**src/rtl/ssf_pkg.sv**
```systemverilog
package ssf_pkg;

  localparam int NFLAG = 3;

  typedef enum logic [1:0] {
    FLG_TXE = 2'd0,
    FLG_RXF = 2'd1,
    FLG_OVR = 2'd2
  } flag_id_e;

  // value a flag takes under reset: only the transmit-empty flag starts at 1
  function automatic logic flag_reset_value(input int idx);
    return (idx == int'(FLG_TXE));
  endfunction

  // set dominates clear
  function automatic logic next_flag(input logic cur, input logic set_ev,
                                     input logic clr_ev);
    logic n;
    n = cur;
    if (clr_ev) n = 1'b0;
    if (set_ev) n = 1'b1;
    return n;
  endfunction

  // a read captures the flag as seen; any write consumes the arming
  function automatic logic next_arm(input logic cur, input logic flag,
                                    input logic rd, input logic wr);
    logic n;
    n = cur;
    if (wr) n = 1'b0;
    if (rd) n = flag;
    return n;
  endfunction

  // software clear: armed, currently 1, written with a zero bit
  function automatic logic handshake_clear(input logic armed, input logic flag,
                                           input logic wr, input logic wbit);
    return armed & flag & wr & ~wbit;
  endfunction

endpackage

```
**src/rtl/ssf_flag_cell.sv**
```systemverilog
module ssf_flag_cell #(
  parameter logic RST_VAL = 1'b0
) (
  input  logic clk,
  input  logic rst_n,
  input  logic set_ev,
  input  logic ext_clr,
  input  logic rd_stb,
  input  logic wr_stb,
  input  logic wr_bit,
  output logic flag,
  output logic armed,
  output logic hs_clr
);
  logic flag_q;
  logic arm_q;

  assign hs_clr = ssf_pkg::handshake_clear(arm_q, flag_q, wr_stb, wr_bit);

  always_ff @(posedge clk) begin
    if (!rst_n) begin
      flag_q <= RST_VAL;
      arm_q  <= 1'b0;
    end else begin
      flag_q <= ssf_pkg::next_flag(flag_q, set_ev, hs_clr | ext_clr);
      arm_q  <= ssf_pkg::next_arm(arm_q, flag_q, rd_stb, wr_stb);
    end
  end

  assign flag  = flag_q;
  assign armed = arm_q;
endmodule

```
**src/rtl/ssf_event_gen.sv**
```systemverilog
module ssf_event_gen
  import ssf_pkg::*;
(
  input  logic             tx_en,
  input  logic             rx_en,
  input  logic             tx_load,
  input  logic             rx_done,
  input  logic             dma_txd_wr,
  input  logic             dma_rxd_rd,
  input  logic             tx_irq,
  input  logic             rx_irq,
  input  logic             rx_full,
  output logic             rx_accept,
  output logic [NFLAG-1:0] set_vec,
  output logic [NFLAG-1:0] ext_clr_vec
);
  assign rx_accept = rx_done & rx_en;

  always_comb begin
    set_vec     = '0;
    ext_clr_vec = '0;
    set_vec[FLG_TXE]     = ~tx_en | tx_load;
    set_vec[FLG_RXF]     = rx_accept;
    set_vec[FLG_OVR]     = rx_accept & rx_full;
    ext_clr_vec[FLG_TXE] = dma_txd_wr & tx_irq;
    ext_clr_vec[FLG_RXF] = dma_rxd_rd & rx_irq;
  end
endmodule

```
**src/rtl/ssf_status_pack.sv**
```systemverilog
module ssf_status_pack
  import ssf_pkg::*;
#(
  parameter int DATA_W  = 8,
  parameter int TXE_POS = 7,
  parameter int RXF_POS = 6,
  parameter int OVR_POS = 5
) (
  input  logic [NFLAG-1:0]  flags,
  input  logic [DATA_W-1:0] wdata,
  output logic [DATA_W-1:0] rdata,
  output logic [NFLAG-1:0]  wbits
);
  localparam int POS [NFLAG] = '{TXE_POS, RXF_POS, OVR_POS};

  always_comb begin
    rdata = '0;
    wbits = '0;
    for (int i = 0; i < NFLAG; i++) begin
      rdata[POS[i]] = flags[i];
      wbits[i]      = wdata[POS[i]];
    end
  end
endmodule

```
**src/rtl/ser_stat_flags.sv**
```systemverilog
module ser_stat_flags
  import ssf_pkg::*;
#(
  parameter int DATA_W  = 8,
  parameter int TXE_POS = 7,
  parameter int RXF_POS = 6,
  parameter int OVR_POS = 5
) (
  input  logic              clk,
  input  logic              rst_n,
  input  logic              tx_en,
  input  logic              rx_en,
  input  logic              tx_load,
  input  logic              rx_done,
  input  logic              txi_en,
  input  logic              rxi_en,
  input  logic              stat_rd,
  input  logic              stat_wr,
  input  logic [DATA_W-1:0] stat_wdata,
  output logic [DATA_W-1:0] stat_rdata,
  input  logic              dma_txd_wr,
  input  logic              dma_rxd_rd,
  output logic              tx_empty,
  output logic              rx_full,
  output logic              overrun,
  output logic              tx_irq,
  output logic              rx_irq
);
  // named internal events, visible to the bound checker
  logic [NFLAG-1:0] flag_vec;
  logic [NFLAG-1:0] arm_vec;
  logic [NFLAG-1:0] hs_clr_vec;
  logic [NFLAG-1:0] set_vec;
  logic [NFLAG-1:0] ext_clr_vec;
  logic [NFLAG-1:0] wbit_vec;
  logic             rx_accept;

  assign tx_empty = flag_vec[FLG_TXE];
  assign rx_full  = flag_vec[FLG_RXF];
  assign overrun  = flag_vec[FLG_OVR];
  assign tx_irq   = tx_empty & txi_en;
  assign rx_irq   = rx_full & rxi_en;

  ssf_event_gen u_events (
    .tx_en       (tx_en),
    .rx_en       (rx_en),
    .tx_load     (tx_load),
    .rx_done     (rx_done),
    .dma_txd_wr  (dma_txd_wr),
    .dma_rxd_rd  (dma_rxd_rd),
    .tx_irq      (tx_irq),
    .rx_irq      (rx_irq),
    .rx_full     (rx_full),
    .rx_accept   (rx_accept),
    .set_vec     (set_vec),
    .ext_clr_vec (ext_clr_vec)
  );

  ssf_status_pack #(
    .DATA_W  (DATA_W),
    .TXE_POS (TXE_POS),
    .RXF_POS (RXF_POS),
    .OVR_POS (OVR_POS)
  ) u_pack (
    .flags (flag_vec),
    .wdata (stat_wdata),
    .rdata (stat_rdata),
    .wbits (wbit_vec)
  );

  for (genvar g = 0; g < NFLAG; g++) begin : g_flag
    ssf_flag_cell #(
      .RST_VAL (flag_reset_value(g))
    ) u_cell (
      .clk     (clk),
      .rst_n   (rst_n),
      .set_ev  (set_vec[g]),
      .ext_clr (ext_clr_vec[g]),
      .rd_stb  (stat_rd),
      .wr_stb  (stat_wr),
      .wr_bit  (wbit_vec[g]),
      .flag    (flag_vec[g]),
      .armed   (arm_vec[g]),
      .hs_clr  (hs_clr_vec[g])
    );
  end
endmodule

```
**config.mk**
```make
export PLATFORM = sky130hd
export DESIGN_NAME = ser_stat_flags
export DESIGN_NICKNAME = d
export VERILOG_FILES = /design/src/rtl/ssf_pkg.sv /design/src/rtl/ssf_flag_cell.sv /design/src/rtl/ssf_event_gen.sv /design/src/rtl/ssf_status_pack.sv /design/src/rtl/ser_stat_flags.sv
export SDC_FILE = /design/constraint.sdc
export NUM_CORES = 1
export LEC_CHECK = 0
export BUFFER_PORTS_ARGS = -buffer_cell sky130_fd_sc_hd__buf_4
export CORE_AREA = 2 2 39 41
export CTS_BUF_LIST = sky130_fd_sc_hd__clkbuf_2
export DETAILED_ROUTE_END_ITERATION = 10
export DIE_AREA = 0 0 41 43
export GPL_ROUTABILITY_DRIVEN = 0
export SYNTH_ARGS = -nofsm -noshare
export SYNTH_HDL_FRONTEND = slang
export SYNTH_SLANG_ARGS = --single-unit
```
**constraint.sdc**
```tcl
create_clock -name clk -period 1.05 [get_ports clk]
set_input_delay 0.0525 -clock clk [delete_from_list [all_inputs] [get_ports clk]]
set_output_delay 0.0525 -clock clk [all_outputs]
set_load 0.03 [all_outputs]
```
==> impl_metrics.py <==
metrics = {
    "outcome": {
        "status": "finished clean",
    },
    "power": {
        "power_density_nw_per_um2": 1090,
        "total_power_w": 0.000555,
        "p_leak_nw": 0.246,
        "ir_drop_mv": 0.464,
    },
    "clock_network": {
        "numClockSinks": 6,
        "cts-root-buf": "clkbuf_2",
        "cts_buffers": 3,
        "clk_pin_slew_worst_paths_ps": 60,
        "clk_latency_ps": 220,
        "cts.htree.levels": 1,
        "cts_tree": "done",
        "clockBufferDepth": 2,
    },
    "yosys": {
        "synthSimpleGateAreaFrac_pct": 30.0,
        "synth_top_family_by_area": "simple AND/OR/NAND/NOR gates",
        "yosysUniqueCellTypes": 15,
        "synthCells": 38,
        "synth_compound_area_share_pct": 16.1,
        "yosysWarningCount": 0,
        "synth_seq_area_share_pct": 35.2,
        "synth_seq_cells": 6,
        "synth_fa_ha_area_share_pct": 0,
        "syn_area_um2": 342,
        "yosys-mux-area-fraction_pct": 0,
        "syn_avg_cell_area_um2": 8.99,
        "synth_xor_area_share_pct": 0,
    },
    "critical_path": {
        "crit_fanout": 5,
        "end_kind": "primary output",
        "crit_path_start_kind": "flop",
        "rrSetupSlack_ps": 170,
        "crit_type": "flop to primary output",
        "crit_arrival_ps": 900,
        "required_ps": 1000,
    },
    "route": {
        "drt_iter0_markers": 3,
        "drt-pass1-iter-count": 4,
        "avgViaCountPerCell": 4.24,
        "wire_per_inst_um": 9.99,
        "num_vias": 322,
        "drc_errors": 0,
        "routed_wl_um": 759,
        "ant_nets": 0,
    },
    "global_routing": {
        "antenna_found_initial": 0,
        "globalRouteTotalUtil_pct": 10.5,
        "grt_pass1_wl_um": 1130,
        "grt_pass1_vias": 289,
        "gr-total-overflow": 0,
        "grt_max_degree": 9,
    },
    "floorplanning": {
        "initial_core_util_pct": 24.7,
        "num_io_pins": 33,
        "die_area_um2": 1760,
        "design.core.area_um2": 1380,
        "die_h_um": 43,
        "rows": 14,
        "die_x_um": 41,
    },
    "finish": {
        "multi_input_area_um2": 176,
        "drive_above_1_share_pct": 48.3,
        "nFillCells": 144,
        "layout_commonest_cell": "buf_4",
        "seqCellArea_um2": 121,
        "syn_to_final_growth_pct": 48.7,
        "layout_common_cells": "22 x buf_4, 7 x nand2_1, 5 x conb_1, 5 x dfxtp_1",
        "antenna_cells": 0,
        "final_nets": 82,
    },
    "placed_design": {
        "port_buffers": 22,
    },
    "worst_hold_path": {
        "hold_class": "input port to flop",
    },
    "sta": {
        "clock.fmax_ghz": 1.05,
        "slew_viol_final": 0,
        "min_period_ps": 955,
        "post-route-period-util_pct": 91.0,
        "hold_viol": 0,
        "rsz0062_at_grt": "false",
        "tns_ps": 0,
        "setup_viol": 0,
        "fin_worst_skew_ps": 1.17,
    },
    "flow_run": {
        "maxCapViolCount": 0,
    },
}
==> layout make-up <==
class / count / share of cell area, %
Sequential cell: 6 / 23.9
Timing Repair Buffer: 23 / 34.5
Multi-Input combinational cell: 28 / 34.7
Clock buffer: 3 / 2.96
Tap cell: 16 / 3.94
==> critical path, stage by stage (launching register included) <==
cell	delay (ps)
dfxtp_1	390
and2_1	140
buf_4	150
==> cell usage after synthesis <==
cell type  n  area (um^2)
or3b_1     3         26.3
a41o_1     1         10.0
and2_1     2         12.5
and3_1     1         6.26
buf_4      8         60.1
dfxtp_1    6          120
o21ai_0    1         5.00
and3b_2    1         10.0
a21boi_2   2         22.5
nand2_1    7         26.3
a311o_1    1         10.0
nand3b_1   2         15.0
a21boi_1   1         7.51
conb_1     1         3.75
nand4_1    1         6.26
==> worst paths after layout <==
kind,cells after the start,to,start
hold / removal,3,g_flag[2].u_cell.flag$_SDFFE_PN0P_,rx_en
setup reg to reg,2,g_flag[1].u_cell.armed$_SDFFE_PN0P_,g_flag[1].u_cell.armed$_SDFFE_PN0P_
setup / recovery,2,tx_irq,g_flag[0].u_cell.flag$_SDFFE_PP1P_
hold reg to reg,2,g_flag[2].u_cell.armed$_SDFFE_PN0P_,g_flag[2].u_cell.flag$_SDFFE_PN0P_
==> registers in the layout, summed over array words and instances, names as in the netlist <==
| register | count |
|---|---|
| g_flag.u_cell.flag | 3 |
| g_flag.u_cell.armed | 3 |
==> per-layer routing <==
metal  global-route usage [%]  part of all wire [%]  vias up
li1                         -                     -      164
met5                        0                     0        -
met1                     9.00                    38      139
met3                     4.71                   7.0        4
met4                     12.0                   5.1        0
met2                     15.6                    49       15
==> stage by stage <==
| stage | cells | setup WS [ps] | instance area (um^2) | hold WS (ps) | utilization [%] |
|---|---|---|---|---|---|
| 4_1_cts | 75 | 56.5 | 497 | 8.51 | 35.9 |
| 5_1_grt | 76 | 10.6 | 508 | 83.3 | 36.7 |
| 3_3_place_gp | 72 | 201 | 482 | 252 | 34.8 |
| 2_1_floorplan | 42 | 98.0 | 357 | 159 | - |
| 3_5_place_dp | 72 | 182 | 482 | 248 | 34.8 |
| 6_report | 76 | 94.7 | 508 | 97.9 | 36.7 |
==> kinds of logic after synthesis <==
kind of cell	count (synthesis)
other	1
AO/OA/AOI/OAI	6
AND/OR/NAND/NOR	17
buffers and inverters	8
flip-flops	6
==> power breakdown <==
group          internal, W  total, W  switching (W)
Clock            0.0000774  0.000162      0.0000843
Combinational    0.0000673  0.000147      0.0000799
Sequential        0.000238  0.000246     0.00000814
==> repair_timing <==
| item | in CTS | in global routing |
|---|---|---|
| hold buffers | 0 | 1 |
| hold endpoints to repair | 0 | 1 |
| setup buffers | 0 | 0 |
| gates resized for setup | 0 | 1 |
| endpoints found under the setup margin | 0 | 1 |
No activity file was read; power rests on OpenSTA's default activity.
